===== src/rtl/cmdring_pkg.sv =====
package cmdring_pkg;

    localparam int CMD_W = 32;
    localparam int REG_W = 16;

    localparam logic [1:0] REG_WP   = 2'd0;
    localparam logic [1:0] REG_RP   = 2'd1;
    localparam logic [1:0] REG_CTRL = 2'd2;
    localparam logic [1:0] REG_SIZE = 2'd3;

    localparam int CTRL_RUN_BIT = 1;
    localparam int RP_CLR_BIT   = 15;

    // bits 1:0 = 2 -> 256 entries, bits 7:4 = 4 -> only that size offered
    localparam logic [REG_W-1:0] SIZE_VALUE = 16'h0042;

    typedef struct packed {
        logic [3:0]  codec;
        logic        direct;
        logic [6:0]  node;
        logic [11:0] verb;
        logic [7:0]  param;
    } cmd_fields_t;

    typedef enum logic [1:0] {
        FS_IDLE = 2'd0,
        FS_REQ  = 2'd1,
        FS_WAIT = 2'd2
    } fetch_state_e;

    function automatic cmd_fields_t split_cmd(input logic [CMD_W-1:0] w);
        return cmd_fields_t'(w);
    endfunction

endpackage


===== src/rtl/cmdring_regs.sv =====
module cmdring_regs
    import cmdring_pkg::*;
#(
    parameter int IDX_W = 8
) (
    input  logic              clk,
    input  logic              rst,
    input  logic              reg_we,
    input  logic [1:0]        reg_addr,
    input  logic [REG_W-1:0]  reg_wdata,
    output logic [REG_W-1:0]  reg_rdata,
    input  logic [IDX_W-1:0]  rd_ptr,
    input  logic              clr_done,
    output logic [IDX_W-1:0]  wr_ptr,
    output logic              fetch_en,
    output logic              clr_pending
);

    logic clr_set;
    logic wdata_unused;

    assign clr_set      = reg_we && (reg_addr == REG_RP) && reg_wdata[RP_CLR_BIT];
    assign wdata_unused = ^reg_wdata;

    always_ff @(posedge clk) begin
        if (rst) begin
            wr_ptr      <= '0;
            fetch_en    <= 1'b0;
            clr_pending <= 1'b0;
        end else begin
            if (reg_we && reg_addr == REG_WP)
                wr_ptr <= reg_wdata[IDX_W-1:0];
            if (reg_we && reg_addr == REG_CTRL)
                fetch_en <= reg_wdata[CTRL_RUN_BIT];
            if (clr_set)
                clr_pending <= 1'b1;
            else if (clr_done)
                clr_pending <= 1'b0;
        end
    end

    always_comb begin
        reg_rdata = '0;
        unique case (reg_addr)
            REG_WP:   reg_rdata[IDX_W-1:0] = wr_ptr;
            REG_RP: begin
                reg_rdata[IDX_W-1:0]  = rd_ptr;
                reg_rdata[RP_CLR_BIT] = clr_pending;
            end
            REG_CTRL: reg_rdata[CTRL_RUN_BIT] = fetch_en;
            default:  reg_rdata = SIZE_VALUE;
        endcase
    end

    // a clear request is visible as busy on the following cycle
    assert_clr_busy_R8: assert property (@(posedge clk) disable iff (rst)
        clr_set |=> clr_pending);

    // completion drops the busy flag unless a new clear arrives
    assert_clr_release_R8: assert property (@(posedge clk) disable iff (rst)
        (clr_pending && clr_done && !clr_set) |=> !clr_pending);

endmodule


===== src/rtl/cmdring_fetch.sv =====
module cmdring_fetch
    import cmdring_pkg::*;
#(
    parameter int ADDR_W = 32,
    parameter int IDX_W  = 8
) (
    input  logic              clk,
    input  logic              rst,
    input  logic              fetch_en,
    input  logic [IDX_W-1:0]  wr_ptr,
    input  logic              clr_pending,
    output logic              clr_done,
    output logic [IDX_W-1:0]  rd_ptr,
    input  logic [ADDR_W-1:0] mem_base,
    input  logic              out_busy,
    output logic              mem_req,
    output logic [ADDR_W-1:0] mem_addr,
    input  logic              mem_gnt,
    input  logic              mem_rvalid,
    input  logic [CMD_W-1:0]  mem_rdata,
    output logic              load,
    output logic [CMD_W-1:0]  load_data
);

    localparam int BYTE_SHIFT = $clog2(CMD_W / 8);

    fetch_state_e state;
    logic [IDX_W-1:0] nxt_idx;
    logic             work;

    assign work     = fetch_en && (rd_ptr != wr_ptr) && !out_busy;
    assign clr_done = (state == FS_IDLE) && clr_pending;
    assign mem_req  = (state == FS_REQ);
    assign mem_addr = mem_base + (ADDR_W'(nxt_idx) << BYTE_SHIFT);
    assign load     = (state == FS_WAIT) && mem_rvalid;
    assign load_data = mem_rdata;

    always_ff @(posedge clk) begin
        if (rst) begin
            state   <= FS_IDLE;
            rd_ptr  <= '0;
            nxt_idx <= '0;
        end else begin
            unique case (state)
                FS_IDLE: begin
                    if (clr_pending) begin
                        rd_ptr <= '0;
                    end else if (work) begin
                        nxt_idx <= rd_ptr + 1'b1;
                        state   <= FS_REQ;
                    end
                end
                FS_REQ: begin
                    if (mem_gnt)
                        state <= FS_WAIT;
                end
                FS_WAIT: begin
                    if (mem_rvalid) begin
                        rd_ptr <= nxt_idx;
                        state  <= FS_IDLE;
                    end
                end
                default: state <= FS_IDLE;
            endcase
        end
    end

    // an ungranted request keeps its address
    assert_req_stable_R6: assert property (@(posedge clk) disable iff (rst)
        (mem_req && !mem_gnt) |=> (mem_req && $stable(mem_addr)));

    // after a grant the request drops until the response has been taken
    assert_one_outstanding_R6: assert property (@(posedge clk) disable iff (rst)
        (mem_req && mem_gnt) |=> !mem_req);

    // a fresh request needs fetch enable in the cycle that launched it
    assert_no_fetch_off_R2: assert property (@(posedge clk) disable iff (rst)
        $rose(mem_req) |-> $past(fetch_en));

    // a stalled output blocks new fetches
    assert_stall_blocks_R7: assert property (@(posedge clk) disable iff (rst)
        $rose(mem_req) |-> $past(!out_busy));

    // each response moves the read index on by exactly one
    assert_step_one_R4: assert property (@(posedge clk) disable iff (rst)
        load |=> (rd_ptr == $past(rd_ptr) + 1'b1));

    // a completed clear leaves the read index at zero
    assert_clear_zero_R8: assert property (@(posedge clk) disable iff (rst)
        clr_done |=> (rd_ptr == '0));

endmodule


===== src/rtl/cmdring_outstage.sv =====
module cmdring_outstage
    import cmdring_pkg::*;
(
    input  logic             clk,
    input  logic             rst,
    input  logic             load,
    input  logic [CMD_W-1:0] load_data,
    input  logic             cmd_ready,
    output logic             cmd_valid,
    output logic [CMD_W-1:0] cmd_word
);

    always_ff @(posedge clk) begin
        if (rst) begin
            cmd_valid <= 1'b0;
            cmd_word  <= '0;
        end else if (load) begin
            cmd_valid <= 1'b1;
            cmd_word  <= load_data;
        end else if (cmd_valid && cmd_ready) begin
            cmd_valid <= 1'b0;
        end
    end

    // back-pressure holds the word in place
    assert_hold_word_R7: assert property (@(posedge clk) disable iff (rst)
        (cmd_valid && !cmd_ready) |=> (cmd_valid && $stable(cmd_word)));

    // a new word never lands on top of an unaccepted one
    assert_no_overwrite_R7: assert property (@(posedge clk) disable iff (rst)
        load |-> !cmd_valid);

endmodule


===== src/rtl/cmd_ring_fetch.sv =====
module cmd_ring_fetch
    import cmdring_pkg::*;
#(
    parameter int ADDR_W = 32,
    parameter int IDX_W  = 8
) (
    input  logic              clk,
    input  logic              rst,
    input  logic              reg_we,
    input  logic [1:0]        reg_addr,
    input  logic [15:0]       reg_wdata,
    output logic [15:0]       reg_rdata,
    input  logic [ADDR_W-1:0] ring_base,
    output logic              mem_req,
    output logic [ADDR_W-1:0] mem_addr,
    input  logic              mem_gnt,
    input  logic              mem_rvalid,
    input  logic [31:0]       mem_rdata,
    output logic              cmd_valid,
    input  logic              cmd_ready,
    output logic [31:0]       cmd_word,
    output logic [3:0]        cmd_codec,
    output logic              cmd_direct,
    output logic [6:0]        cmd_node,
    output logic [11:0]       cmd_verb,
    output logic [7:0]        cmd_param
);

    logic [IDX_W-1:0] wr_ptr;
    logic [IDX_W-1:0] rd_ptr;
    logic             fetch_en;
    logic             clr_pending;
    logic             clr_done;
    logic             load;
    logic [CMD_W-1:0] load_data;
    cmd_fields_t      fields;

    cmdring_regs #(.IDX_W(IDX_W)) u_regs (
        .clk         (clk),
        .rst         (rst),
        .reg_we      (reg_we),
        .reg_addr    (reg_addr),
        .reg_wdata   (reg_wdata),
        .reg_rdata   (reg_rdata),
        .rd_ptr      (rd_ptr),
        .clr_done    (clr_done),
        .wr_ptr      (wr_ptr),
        .fetch_en    (fetch_en),
        .clr_pending (clr_pending)
    );

    cmdring_fetch #(.ADDR_W(ADDR_W), .IDX_W(IDX_W)) u_fetch (
        .clk         (clk),
        .rst         (rst),
        .fetch_en    (fetch_en),
        .wr_ptr      (wr_ptr),
        .clr_pending (clr_pending),
        .clr_done    (clr_done),
        .rd_ptr      (rd_ptr),
        .mem_base    (ring_base),
        .out_busy    (cmd_valid),
        .mem_req     (mem_req),
        .mem_addr    (mem_addr),
        .mem_gnt     (mem_gnt),
        .mem_rvalid  (mem_rvalid),
        .mem_rdata   (mem_rdata),
        .load        (load),
        .load_data   (load_data)
    );

    cmdring_outstage u_out (
        .clk       (clk),
        .rst       (rst),
        .load      (load),
        .load_data (load_data),
        .cmd_ready (cmd_ready),
        .cmd_valid (cmd_valid),
        .cmd_word  (cmd_word)
    );

    // field split of the presented word
    assign fields     = split_cmd(cmd_word);
    assign cmd_codec  = fields.codec;
    assign cmd_direct = fields.direct;
    assign cmd_node   = fields.node;
    assign cmd_verb   = fields.verb;
    assign cmd_param  = fields.param;

endmodule


===== config.mk =====
export PLATFORM = sky130hd
export DESIGN_NAME = cmd_ring_fetch
export DESIGN_NICKNAME = d
export VERILOG_FILES = /design/src/rtl/cmdring_pkg.sv /design/src/rtl/cmdring_regs.sv /design/src/rtl/cmdring_fetch.sv /design/src/rtl/cmdring_outstage.sv /design/src/rtl/cmd_ring_fetch.sv
export SDC_FILE = /design/constraint.sdc
export NUM_CORES = 1
export LEC_CHECK = 0
export CORE_MARGIN = 3
export CORE_UTILIZATION = 42
export CTS_BUF_LIST = sky130_fd_sc_hd__clkbuf_4 sky130_fd_sc_hd__clkbuf_8
export CTS_CLUSTER_DIAMETER = 200
export DETAILED_ROUTE_END_ITERATION = 16
export PLACE_DENSITY = 0.95
export SKIP_LAST_GASP = 1
export SLEW_MARGIN = 20
export SYNTH_ARGS = -nofsm -noshare
export SYNTH_HDL_FRONTEND = slang
export SYNTH_HIERARCHICAL = 1
export SYNTH_SLANG_ARGS = --single-unit

===== constraint.sdc =====
create_clock -name clk -period 2.9 [get_ports clk]
set_input_delay 0.58 -clock clk [delete_from_list [all_inputs] [get_ports clk]]
set_output_delay 0.58 -clock clk [all_outputs]
set_load 0.01 [all_outputs]

==> impl_metrics.yaml <==
run_status:
  violations: "setup timing"
  status: "finished, violations left"
sta:
  final-hold-violation-count: 0
  setup_viol: 26
  clock.fmax_mhz: 313
  rsz0062_at_grt: "true"
  drv_slew: 0
  timing.final.crit_share_pct: 110
  slew_headroom_pct: 57.3
  min_period_ns: 3.19
  fin_worst_skew_ns: 0.0246
  whs_ns: 0.499
  tns_ns: -3.36
  timing.final.ws_setup_ns: -0.291
  worst_slew_pin_slew_ns: 0.641
final_layout:
  finish.instance_area_mm2: 0.00662
  final_nets: 767
  multi_input_area_mm2: 0.00253
  syn2layout_area_growth_pct: 61.3
  num-fill-cells: 661
  seq_area_mm2: 0.00123
  fin_util_pct: 70.6
  drive_above_1_share_pct: 28.8
  num_antenna_cells: 0
placement:
  dpl.hpwl_mm: 9.18
  placed_area_mm2: 0.00582
  gp_congestion: 0.863
  io_buffers: 183
floorplanning:
  die_y_um: 105
  die_w_um: 105
  design.die.area_mm2: 0.0110
  start_util_pct: 43.8
  ios: 202
  design.core.area_mm2: 0.00937
  rows: 35
cts:
  cts_htree_levels: 3
  hold_buffers: 0
  clock-root-buffer: "clkbuf_8"
  clock-sinks: 61
  clockBufferDepth: 2
  numCtsBuffers: 9
  cts_tree: "built"
  clock_latency_ns: 0.35
  clk_pin_slew_ns: 0.09
yosys:
  synth_simple_gate_area_share_pct: 18.9
  synthCells: 468
  synth_fa_ha_area_share_pct: 3.23
  synth_async_sr_flop_share_pct: 0
  synth_compound_area_share_pct: 7.20
  synth_cell_types: 48
  yosys_warnings: 6
  synth_top_flop_cell: "dfxtp_1"
  netlist_area_mm2: 0.00410
  synth_top_family_by_area: "simple AND/OR/NAND/NOR gates"
  syn_avg_cell_area_um2: 8.76
  synth_seq_cells: 61
  synth_mux_area_share_pct: 13.9
  yosysSeqAreaShare_pct: 29.8
  synth_edf_count: 0
  synth_xor_area_share_pct: 8.33
worst_setup_path:
  crit_required_ns: 2.32
  crit_path_start_kind: "flip-flop"
  path_buf_inv: 4
  cpPeakStageDelay_ns: 0.41
  setup.worst_path.end_class: "primary output"
  worstPathCellList: "ha_4 > buf_6 > a21oi_1 > nand2_2 > o2111ai_4 > buf_6 > buf_6 > a2111oi_4 > xor2_1 > buf_2"
  slowest_stage: "a2111oi_4"
  critPathKind: "flip-flop to primary output"
  path_delay_family: "compound AO/OA/AOI/OAI gates"
  critPathMostFrequentCell: "buf_6"
  arrival_ns: 2.61
  cp_max_fo: 4
grt:
  grt_max_degree: 44
  overflow: 0
  track_usage_pct: 23.2
  grt_pass1_vias: 4070
  antenna_found_initial: 0
  grt_pass1_wl_mm: 20.7
power:
  total_power_mw: 1.95
  pwr_density_cell_mw_per_mm2: 295
  ir_drop_mv: 0.190
  power_leakage_nw: 2.69
drt:
  route.detailed.drc: 0
  drt_iter0_drc: 314
  wl_per_cell_um: 17.5
  drt_first_pass_iters: 5
  via_per_inst: 5.10
  vias: 4090
  ant_nets: 0
  drt-total-wl_mm: 14.1
flow_run:
  maxCapViolCount: 0
worst_hold_path:
  min_path_type: "flip-flop to flip-flop"
==> flip-flops by register name, summed over array words and instances (netlist names) <==
| signal | count |
|---|---|
| u_out/cmd_word | 32 |
| u_fetch/rd_ptr | 8 |
| u_regs/wr_ptr | 8 |
| u_regs/fetch_en | 1 |
| u_fetch/state | 2 |
| u_regs/clr_pending | 1 |
| u_fetch/nxt_idx | 8 |
| u_out/cmd_valid | 1 |
==> worst reg2reg max path: cells and delay by family (launching register included) <==
kind	cells	cell delay [ns]
xor gates and xnor gates	1	0.16
muxes	1	0.32
and+or+nand+nor	2	0.22
AOI/OAI and AO/OA	1	0.52
DFF	1	0.50
==> metrics by stage <==
step	setup slack (ns)	std cells
final	-0.291	802
after floorplan	0.0780	474
after CTS	-0.159	791
after detailed placement	-1.17	749
after global placement	-1.35	749
after global routing	-0.385	802
==> cells in the mapped netlist (2+ instances only) <==
cell | number | area, µm²
buf_4 | 74 | 556
dfxtp_1 | 61 | 1220
nor2_1 | 59 | 221
mux2i_1 | 57 | 571
nand2b_1 | 21 | 131
xnor2_1 | 21 | 184
a21oi_1 | 19 | 95.1
nand2_1 | 18 | 67.6
xor2_1 | 18 | 158
nand3_1 | 16 | 80.1
inv_1 | 12 | 45.0
ha_1 | 9 | 113
nor3_1 | 9 | 45.0
clkbuf_1 | 8 | 30.0
a211oi_1 | 6 | 45.0
nand4_1 | 6 | 37.5
buf_6 | 5 | 56.3
nor2b_1 | 5 | 31.3
o21ai_0 | 5 | 25.0
and2_1 | 3 | 18.8
and3_1 | 3 | 18.8
buf_12 | 3 | 60.1
o21a_1 | 3 | 22.5
buf_2 | 2 | 10.0
or2_2 | 2 | 12.5
==> layout by cell type, fill, tap and decap left out, types with 6 or more instances in the layout <==
cell type and n:
dlygate4sd2_1 16, a21oi_1 16, conb_1 7, nor2_1 55, nor3_4 7, clkdlybuf4s50_1 138
buf_4 77, buf_2 24, nand4_1 6, buf_6 18, inv_1 10, mux2i_1 57
dfxtp_1 58, ha_4 8, xnor2_1 20, nand2b_1 21, xor2_1 18, clkbuf_8 10
nand2_1 17, nand3_1 13
==> metal layers <==
layer	share of wire [%]	track usage, %	routed length (µm)	vias to the layer above
li1	-	-	-	1895
met1	38	25.4	5280	1911
met2	51	43.2	7200	220
met3	6.7	5.19	935	64
met4	4.5	9.00	633	0
met5	0	0	0	-
==> worst paths after layout <==
kind / start / endpoint / slack, ns / depth (start not counted)
setup / recovery: u_fetch/nxt_idx[4]$_SDFFE_PP0P_ / mem_addr[31] / -0.29 / 10
setup reg to reg: u_fetch/rd_ptr[2]$_SDFFE_PP0P_ / u_fetch/nxt_idx[1]$_SDFFE_PP0P_ / 1.05 / 5
hold reg to reg: u_regs/fetch_en$_SDFFE_PP0P_ / u_regs/fetch_en$_SDFFE_PP0P_ / 0.50 / 2
hold / removal: u_regs/fetch_en$_SDFFE_PP0P_ / u_regs/fetch_en$_SDFFE_PP0P_ / 0.50 / 2
==> cell families after synthesis <==
logic type | count (synthesis)
multiplexers | 57
flip-flops | 61
AND/OR/NAND/NOR | 152
AO/OA/AOI/OAI | 43
other | 1
XOR/XNOR | 39
buffers and inverters | 105
adder cells (fa/ha/maj) | 10
==> power by group <==
| part | total, mW | switching [mW] | internal [mW] |
|---|---|---|---|
| clock network | 0.759 | 0.335 | 0.424 |
| logic | 0.348 | 0.150 | 0.198 |
| registers | 0.848 | 0.00598 | 0.842 |
==> final cells by class <==
type                            instances  share of cell area [%]
Sequential cell                        61                    18.6
Tap cell                              129                    2.44
Clock inverter                          4                   0.737
Timing Repair Buffer                  276                    37.2
Clock buffer                           11                    2.19
Multi-Input combinational cell        309                    38.2
Inverter                               12                   0.681
==> timing repair <==
| item | 4_1_cts | 5_1_grt |
|---|---|---|
| resized for setup | 191 | 24 |
| setup endpoints to repair | 28 | 24 |
| pin swaps | 30 | 33 |
| hold endpoints to repair | 0 | 0 |
| buffers inserted | 26 | 13 |
| gates cloned | 2 | 0 |
Note: power is estimated with default switching activity, not from simulation.
